$ cat src/rtl/irq_agg_pkg.sv
package irq_agg_pkg;
  // Number of merged request sources; also the register data width.
  localparam int SRC_N = 8;

  // Strobes handed from the control half to the datapath half.
  typedef struct packed {
    logic [SRC_N-1:0] clrMask;   // status bits to clear this cycle
    logic             autoClr;   // status follows synchronized sources
    logic             holdLow;   // retrigger interval in progress
  } ctrl_stb_t;
endpackage

$ cat src/rtl/irq_agg_ctrl.sv
module irq_agg_ctrl
  import irq_agg_pkg::*;
#(
  parameter int RETRIG_CYCLES = 37
) (
  input  logic             clk,
  input  logic             rstN,
  input  logic             regSel,
  input  logic             wrEn,
  input  logic [SRC_N-1:0] wrData,
  output ctrl_stb_t        stb,
  output logic [SRC_N-1:0] ctrlRd
);
  localparam int CNT_W = $clog2(RETRIG_CYCLES + 1);

  logic             autoClrQ;
  logic             holdQ;
  logic [CNT_W-1:0] cntQ;
  logic             ctrlWr;
  logic             statWr;

  assign ctrlWr = wrEn && regSel;
  assign statWr = wrEn && !regSel;

  always_ff @(posedge clk or negedge rstN) begin
    if (!rstN) begin
      autoClrQ <= 1'b0;
      holdQ    <= 1'b0;
      cntQ     <= '0;
    end else begin
      if (ctrlWr) autoClrQ <= wrData[1];
      if (holdQ) begin
        // fixed interval: only the counter ends it
        if (cntQ == '0) holdQ <= 1'b0;
        else            cntQ  <= cntQ - CNT_W'(1);
      end else if (ctrlWr && wrData[0]) begin
        holdQ <= 1'b1;
        cntQ  <= CNT_W'(RETRIG_CYCLES - 1);
      end
    end
  end

  always_comb begin
    stb.clrMask = statWr ? wrData : '0;
    stb.autoClr = autoClrQ;
    stb.holdLow = holdQ;
    ctrlRd      = '0;
    ctrlRd[1]   = autoClrQ;
    ctrlRd[0]   = holdQ;
  end
endmodule

$ cat src/rtl/irq_agg_dp.sv
module irq_agg_dp
  import irq_agg_pkg::*;
#(
  parameter int SYNC_STAGES = 2
) (
  input  logic             clk,
  input  logic             rstN,
  input  logic [SRC_N-1:0] reqIn,
  input  ctrl_stb_t        stb,
  output logic [SRC_N-1:0] statusVec,
  output logic             irqOut
);
  logic [SRC_N-1:0] syncQ [SYNC_STAGES];
  logic [SRC_N-1:0] reqS;
  logic [SRC_N-1:0] prevQ;
  logic [SRC_N-1:0] riseVec;
  logic             irqQ;

  always_ff @(posedge clk or negedge rstN) begin
    if (!rstN) begin
      for (int i = 0; i < SYNC_STAGES; i++) syncQ[i] <= '0;
      prevQ <= '0;
    end else begin
      syncQ[0] <= reqIn;
      for (int i = 1; i < SYNC_STAGES; i++) syncQ[i] <= syncQ[i-1];
      prevQ <= reqS;
    end
  end

  assign reqS    = syncQ[SYNC_STAGES-1];
  assign riseVec = reqS & ~prevQ;

  for (genvar b = 0; b < SRC_N; b++) begin : g_stat
    logic bitQ;
    always_ff @(posedge clk or negedge rstN) begin
      if (!rstN)              bitQ <= 1'b0;
      else if (stb.autoClr)   bitQ <= reqS[b];
      else if (riseVec[b])    bitQ <= 1'b1;   // set beats clear
      else if (stb.clrMask[b]) bitQ <= 1'b0;
    end
    assign statusVec[b] = bitQ;
  end

  always_ff @(posedge clk or negedge rstN) begin
    if (!rstN) irqQ <= 1'b0;
    else       irqQ <= (|statusVec) && !stb.holdLow;
  end

  assign irqOut = irqQ;
endmodule

$ cat src/rtl/retrig_irq_merge.sv
module retrig_irq_merge
  import irq_agg_pkg::*;
#(
  parameter int RETRIG_CYCLES = 37,
  parameter int SYNC_STAGES   = 2
) (
  input  logic             clk,
  input  logic             rstN,
  input  logic [SRC_N-1:0] reqIn,
  input  logic             regSel,
  input  logic             wrEn,
  input  logic [SRC_N-1:0] wrData,
  output logic [SRC_N-1:0] rdData,
  output logic             irqOut
);
  ctrl_stb_t        ctrlStb;
  logic [SRC_N-1:0] ctrlRd;
  logic [SRC_N-1:0] statusVec;

  irq_agg_ctrl #(.RETRIG_CYCLES(RETRIG_CYCLES)) u_ctrl (
    .clk(clk), .rstN(rstN), .regSel(regSel), .wrEn(wrEn),
    .wrData(wrData), .stb(ctrlStb), .ctrlRd(ctrlRd)
  );

  irq_agg_dp #(.SYNC_STAGES(SYNC_STAGES)) u_dp (
    .clk(clk), .rstN(rstN), .reqIn(reqIn), .stb(ctrlStb),
    .statusVec(statusVec), .irqOut(irqOut)
  );

  assign rdData = regSel ? ctrlRd : statusVec;
endmodule

$ cat config.mk
export PLATFORM = sky130hd
export DESIGN_NAME = retrig_irq_merge
export DESIGN_NICKNAME = d
export VERILOG_FILES = /design/src/rtl/irq_agg_pkg.sv /design/src/rtl/irq_agg_ctrl.sv /design/src/rtl/irq_agg_dp.sv /design/src/rtl/retrig_irq_merge.sv
export SDC_FILE = /design/constraint.sdc
export NUM_CORES = 1
export LEC_CHECK = 0
export BUFFER_PORTS_ARGS = -buffer_cell sky130_fd_sc_hd__buf_4
export CORE_MARGIN = 10
export CORE_UTILIZATION = 40
export DETAILED_ROUTE_END_ITERATION = 8
export MAX_ROUTING_LAYER = met4
export PLACE_DENSITY_LB_ADDON = 0.12
export SLEW_MARGIN = 20
export SYNTH_ARGS = -nofsm -noshare
export SYNTH_HDL_FRONTEND = slang
export SYNTH_HIERARCHICAL = 1
export SYNTH_SLANG_ARGS = --single-unit
$ cat constraint.sdc
create_clock -name clk -period 2 [get_ports clk]
set_clock_uncertainty 0.1 [all_clocks]
set_input_delay 0.1 -clock clk [delete_from_list [all_inputs] [get_ports clk]]
set_output_delay 0.1 -clock clk [all_outputs]
set_load 0.01 [all_outputs]
# Word level (Yosys, flattened, before mapping)
# Index checks and enable logic that the tools add are counted.
[classes]
n_bitwise = 2
reduce_logical = 18
muxes = 32
eq_ne = 1
add_sub_neg = 1
[ops]
columns = ["op", "count"]
rows = [
  ["two-way mux 1 bit", 27],
  ["nonzero test 3 bit", 8],
  ["two-way mux 6 bit", 3],
  ["two-way mux 8 bit", 2],
  ["bitwise AND 8 bit", 1],
  ["inverter 8 bit", 1],
  ["OR reduction 8 bit", 1],
  ["zero test 6 bit", 1],
  ["subtractor 6 x 1 -> 6 bit (second input constant)", 1],
  ["logical AND 1 bit", 4],
  ["zero test 1 bit", 2],
  ["inequality test 2 bit (second input constant)", 1],
  ["AND reduction 2 bit", 1],
  ["nonzero test 2 bit", 1],
]
[word_totals]
register_bits = 41
out_inout_bits = 9
word_cells = 69

# Longest topological paths before layout
[depth]
word_depth = 6
ltp_mapped = 5

# Cells and area by module
# The synthesis kept the hierarchy.
[by_module_without_submodules]
columns = ["mod", "area_each_um2", "seq_area_each_um2", "cells_per_inst", "instances"]
rows = [
  ["irq_agg_dp", 1082.3, 825.8, 69, 1],
  ["irq_agg_ctrl", 579.3, 200.2, 63, 1],
  ["retrig_irq_merge", 131.4, 0.0, 9, 1],
]

# Worst setup path before layout
# No wires, ideal clock.
[synth_path]
kind = "register to register"
start = "register u_ctrl.cntQ[2]"
end = "register u_ctrl.cntQ[5]"
path_buffers = 0
stages_incl_launch_ff = 4
path_slack_ns = 0.465
synth_period_minus_slack_ns = 1.535
arrival_ns = 1.310
t_required_ns = 1.775
cell_sequence = "dfrtp_1 or3_4 nor4_1 mux2_2"
[synth_via]
elab_chain_cells = 3
word_cells_on_any_way = 6
cone_classes = "add/sub: 1; eq/ne: 1; mux: 2; reduce/logical: 2"
[synth_rtl]
columns = ["element", "line", "rtl"]
rows = [
  ["from (decl)", "irq_agg_ctrl.sv:18", "logic [CNT_W-1:0] cntQ;"],
  ["from (signal assigned)", "irq_agg_ctrl.sv:35", "else cntQ <= cntQ - CNT_W'(1);"],
  ["from (signal assigned)", "irq_agg_ctrl.sv:38", "cntQ <= CNT_W'(RETRIG_CYCLES - 1);"],
  ["subtractor 6 x 1 -> 6 bit / zero test 6 bit (equally long branches)", "irq_agg_ctrl.sv:35, irq_agg_ctrl.sv:34", ""],
  ["two-way mux 6 bit / inequality test 2 bit (equally long branches)", "-", ""],
  ["two-way mux 6 bit / AND reduction 2 bit (equally long branches)", "-", ""],
]
# Several ways; a longest one is shown, not always the timed one. The select of a mux whose other input is x is not followed.
# A chain may end at the register's enable or synchronous reset.

# Worst setup path after layout
# Ends and elaborated chain as after synthesis.

==> impl_metrics.yaml <==
yosys:
  synth_compound_area_share_pct: 8.653
  ys_warn_count: 6
  ys_ff_latch: 41
  ys_types: 34
  synth_top_family_by_area: "simple AND/OR/NAND/NOR gates"
  muxShareOfSynthArea_pct: 8.514
  synth_adder_area_share_pct: 1.396
  synth_seq_area_share_pct: 57.22
  synth_xor_area_share_pct: 0
  yosys.area_share.simple_pct: 14.10
  syn_area_um2: 1793
  syn_area_per_cell_um2: 12.72
  netlist_instances: 141
timing:
  period_needed_ns: 1.683
  finalHoldViolCount: 0
  fin_crit_sh_pct: 84.13
  rsz0062_at_grt: "no"
  tightest_slew_ns: 0.5168
  finalSetupViolCount: 0
  drv_slew: 0
  finalSetupTns_ns: 0
  max_slew_margin_pct: 65.55
  max_freq_mhz: 594.3
worst_setup_path:
  end_kind: "flop"
  rrSetupSlack_ns: 0.32
  path_class: "flop to flop"
  worstReg2RegStart: "u_ctrl/cntQ[2]$_DFFE_PN0P_"
  cp-start-kind: "flop"
  r2r_end: "u_ctrl/cntQ[5]$_DFFE_PN0P_"
  cp.required_ns: 2.08
  worstSetupEndpoint: "u_ctrl/cntQ[5]$_DFFE_PN0P_"
  timing.critical_path.from: "u_ctrl/cntQ[2]$_DFFE_PN0P_"
  worstPathArrival_ns: 1.76
  path_max_fanout: 6
  rr_worst_depth: 3
global_route:
  antenna_found_initial: 0
  grt_pass1_wl_um: 5451
  overflow: 0
  grt.total_usage_pct: 9.279
  grt_max_degree: 42
  grt_pass1_vias: 1148
power:
  powerDensity_nw_per_um2: 1119
  power_leakage_nw: 1.009
  ir_drop_mv: 0.5137
clock_tree:
  path_clk_slew_ns: 0.09
  cts_tree: "built"
  insertion_delay_ns: 0.29
  cts-buffers-inserted: 5
  cts_hold_buffers: 10
  clockBufferDepth: 2
  htreeDepth: 2
  clock-root-buffer: "clkbuf_8"
  cts_sinks: 41
  post_cts_resize_count: 0
  post-cts-setup-buffer-count: 0
run:
  maxCapViolCount: 0
die:
  core_area_um2: 4354
  die_area_um2: 7560
  start_util_pct: 41.18
  die_w_um: 86.95
  fp.dieH_um: 86.95
  rows: 24
  ioPinCount: 29
finish:
  area_growth_pct: 20.59
  final_cell_mix: "dfrtp_1 (41), buf_4 (28), dlygate4sd3_1 (10), nand2b_1 (10)"
  layout_commonest_cell: "dfrtp_1"
  finalNetCount: 192
  antenna_cells: 0
  fillers: 398
  drive_above_1_share_pct: 29.82
  design_area_um2: 2162
detailed_routing:
  ant_nets: 0
  first_iter_violations: 16
  viasPerCell: 4.717
  wirelength_um: 3209
  drc: 0
  drt-pass1-iter-count: 3
  wire_per_inst_um: 14.39
  vias: 1052
worst_hold_path:
  hold_start: "wrEn"
  hold_path.class: "primary input to flop"
placement:
  dp_hpwl_um: 2340
  gp_congestion: 0.6524
  io_buffer_count: 28
  place_area_um2: 1924
run_status:
  status: "finished clean"
-- power by group --
part	internal [mW]	switching, mW
logic	0.300	0.242
clock network	0.502	0.287
registers	0.958	0.130
-- routing by layer --
metal	GRT usage (%)	part of all wire [%]	vias to the layer above
li1	-	-	519
met1	10.71	44	509
met2	14.52	50	22
met5	-	0	-
met3	2.903	4.9	2
met4	3.976	0.69	0
-- worst min-delay path by stage --
stage | end | slack [ns] | depth (start not counted)
finish | u_ctrl/autoClrQ$_DFFE_PN0N_ | 0.08 | 3
global route | u_ctrl/autoClrQ$_DFFE_PN0N_ | 0.1 | 3
CTS | u_ctrl/autoClrQ$_DFFE_PN0N_ | 0.08 | 3
detailed placement | u_dp/g_stat[5].bitQ$_DFFE_PN0P_ | 0.008 | 1
global placement | u_dp/g_stat[5].bitQ$_DFFE_PN0P_ | 0.007 | 1
floorplan | u_ctrl/autoClrQ$_DFFE_PN0N_ | -0.30 | 0
-- through the flow --
stage	setup slack (ns)	total power, mW	util (%)	std cells	hold slack (ns)
finish	0.3173	2.419	49.66	223	0.07976
global route	0.2147	2.574	49.66	223	0.09762
CTS	0.3369	2.455	49.66	223	0.07580
detailed placement	0.3471	1.635	44.20	205	0.008229
global placement	0.4323	1.607	44.20	205	0.007060
floorplan	0.4653	1.516	-	146	-0.2956
-- layout make-up --
cell class              instances  area [um2]  area share, %
clock buffers                   5       68.82          3.183
clock inverters                 3       68.82          3.183
inverters                       4       15.01         0.6944
multi-input cells              80       608.1          28.13
flip-flops and latches         41        1026          47.45
well taps                      52       65.06          3.009
repair buffers                 38       310.3          14.35
-- critical path: stages (launching register included) --
cell	delay (ns)
dfrtp_1	0.43
or3_4	0.41
nor4_1	0.27
mux2_2	0.37
-- cells in the mapped netlist --
| cell type | instances | area (um2) |
|---|---|---|
| a311oi_1 | 1 | 8.760 |
| o31a_1 | 1 | 8.760 |
| o31ai_1 | 1 | 7.510 |
| buf_6 | 2 | 22.52 |
| nor2b_1 | 1 | 6.260 |
| o311ai_0 | 2 | 17.52 |
| nor2_2 | 3 | 18.77 |
| mux2_2 | 2 | 22.52 |
| nor4_1 | 3 | 18.77 |
| a22o_1 | 4 | 35.03 |
| or4b_1 | 1 | 10.01 |
| inv_1 | 4 | 15.01 |
| buf_2 | 1 | 5.000 |
| a31o_2 | 1 | 8.760 |
| nand3_1 | 1 | 5.000 |
| nand4_1 | 1 | 6.260 |
| conb_1 | 1 | 3.750 |
| ha_1 | 2 | 25.02 |
| or3_1 | 1 | 6.260 |
| o21ai_0 | 5 | 25.02 |
| and2_1 | 8 | 50.05 |
| nand4b_1 | 1 | 8.760 |
| dfrtp_1 | 41 | 1026 |
| nor3b_1 | 4 | 30.03 |
| a21o_1 | 4 | 30.03 |
| buf_4 | 18 | 135.1 |
| nor2_1 | 3 | 11.26 |
| mux2i_1 | 1 | 10.01 |
| nand2_1 | 2 | 7.510 |
| a21oi_1 | 1 | 5.000 |
| or3_4 | 1 | 11.26 |
| mux2_4 | 8 | 120.1 |
| nand2b_1 | 10 | 62.56 |
| a31o_1 | 1 | 8.760 |
-- cells by family (layout without fill, tap and decap cells) --
family,after synthesis,count (layout)
muxes,11,11
adders and majority gates,2,2
other,1,6
and+or+nand+nor,40,40
DFF,41,41
buffers and inverters,25,50
AOI/OAI and AO/OA,21,21
-- registers in the layout, summed over array words and instances (netlist names) --
name	count
u_dp/syncQ	8
u_dp/prevQ	8
u_ctrl/holdQ	1
u_ctrl/autoClrQ	1
u_dp/g_stat.bitQ	8
u_dp/reqS	8
u_dp/irqOut	1
u_ctrl/cntQ	6
Power figures use the tool's default switching activity.
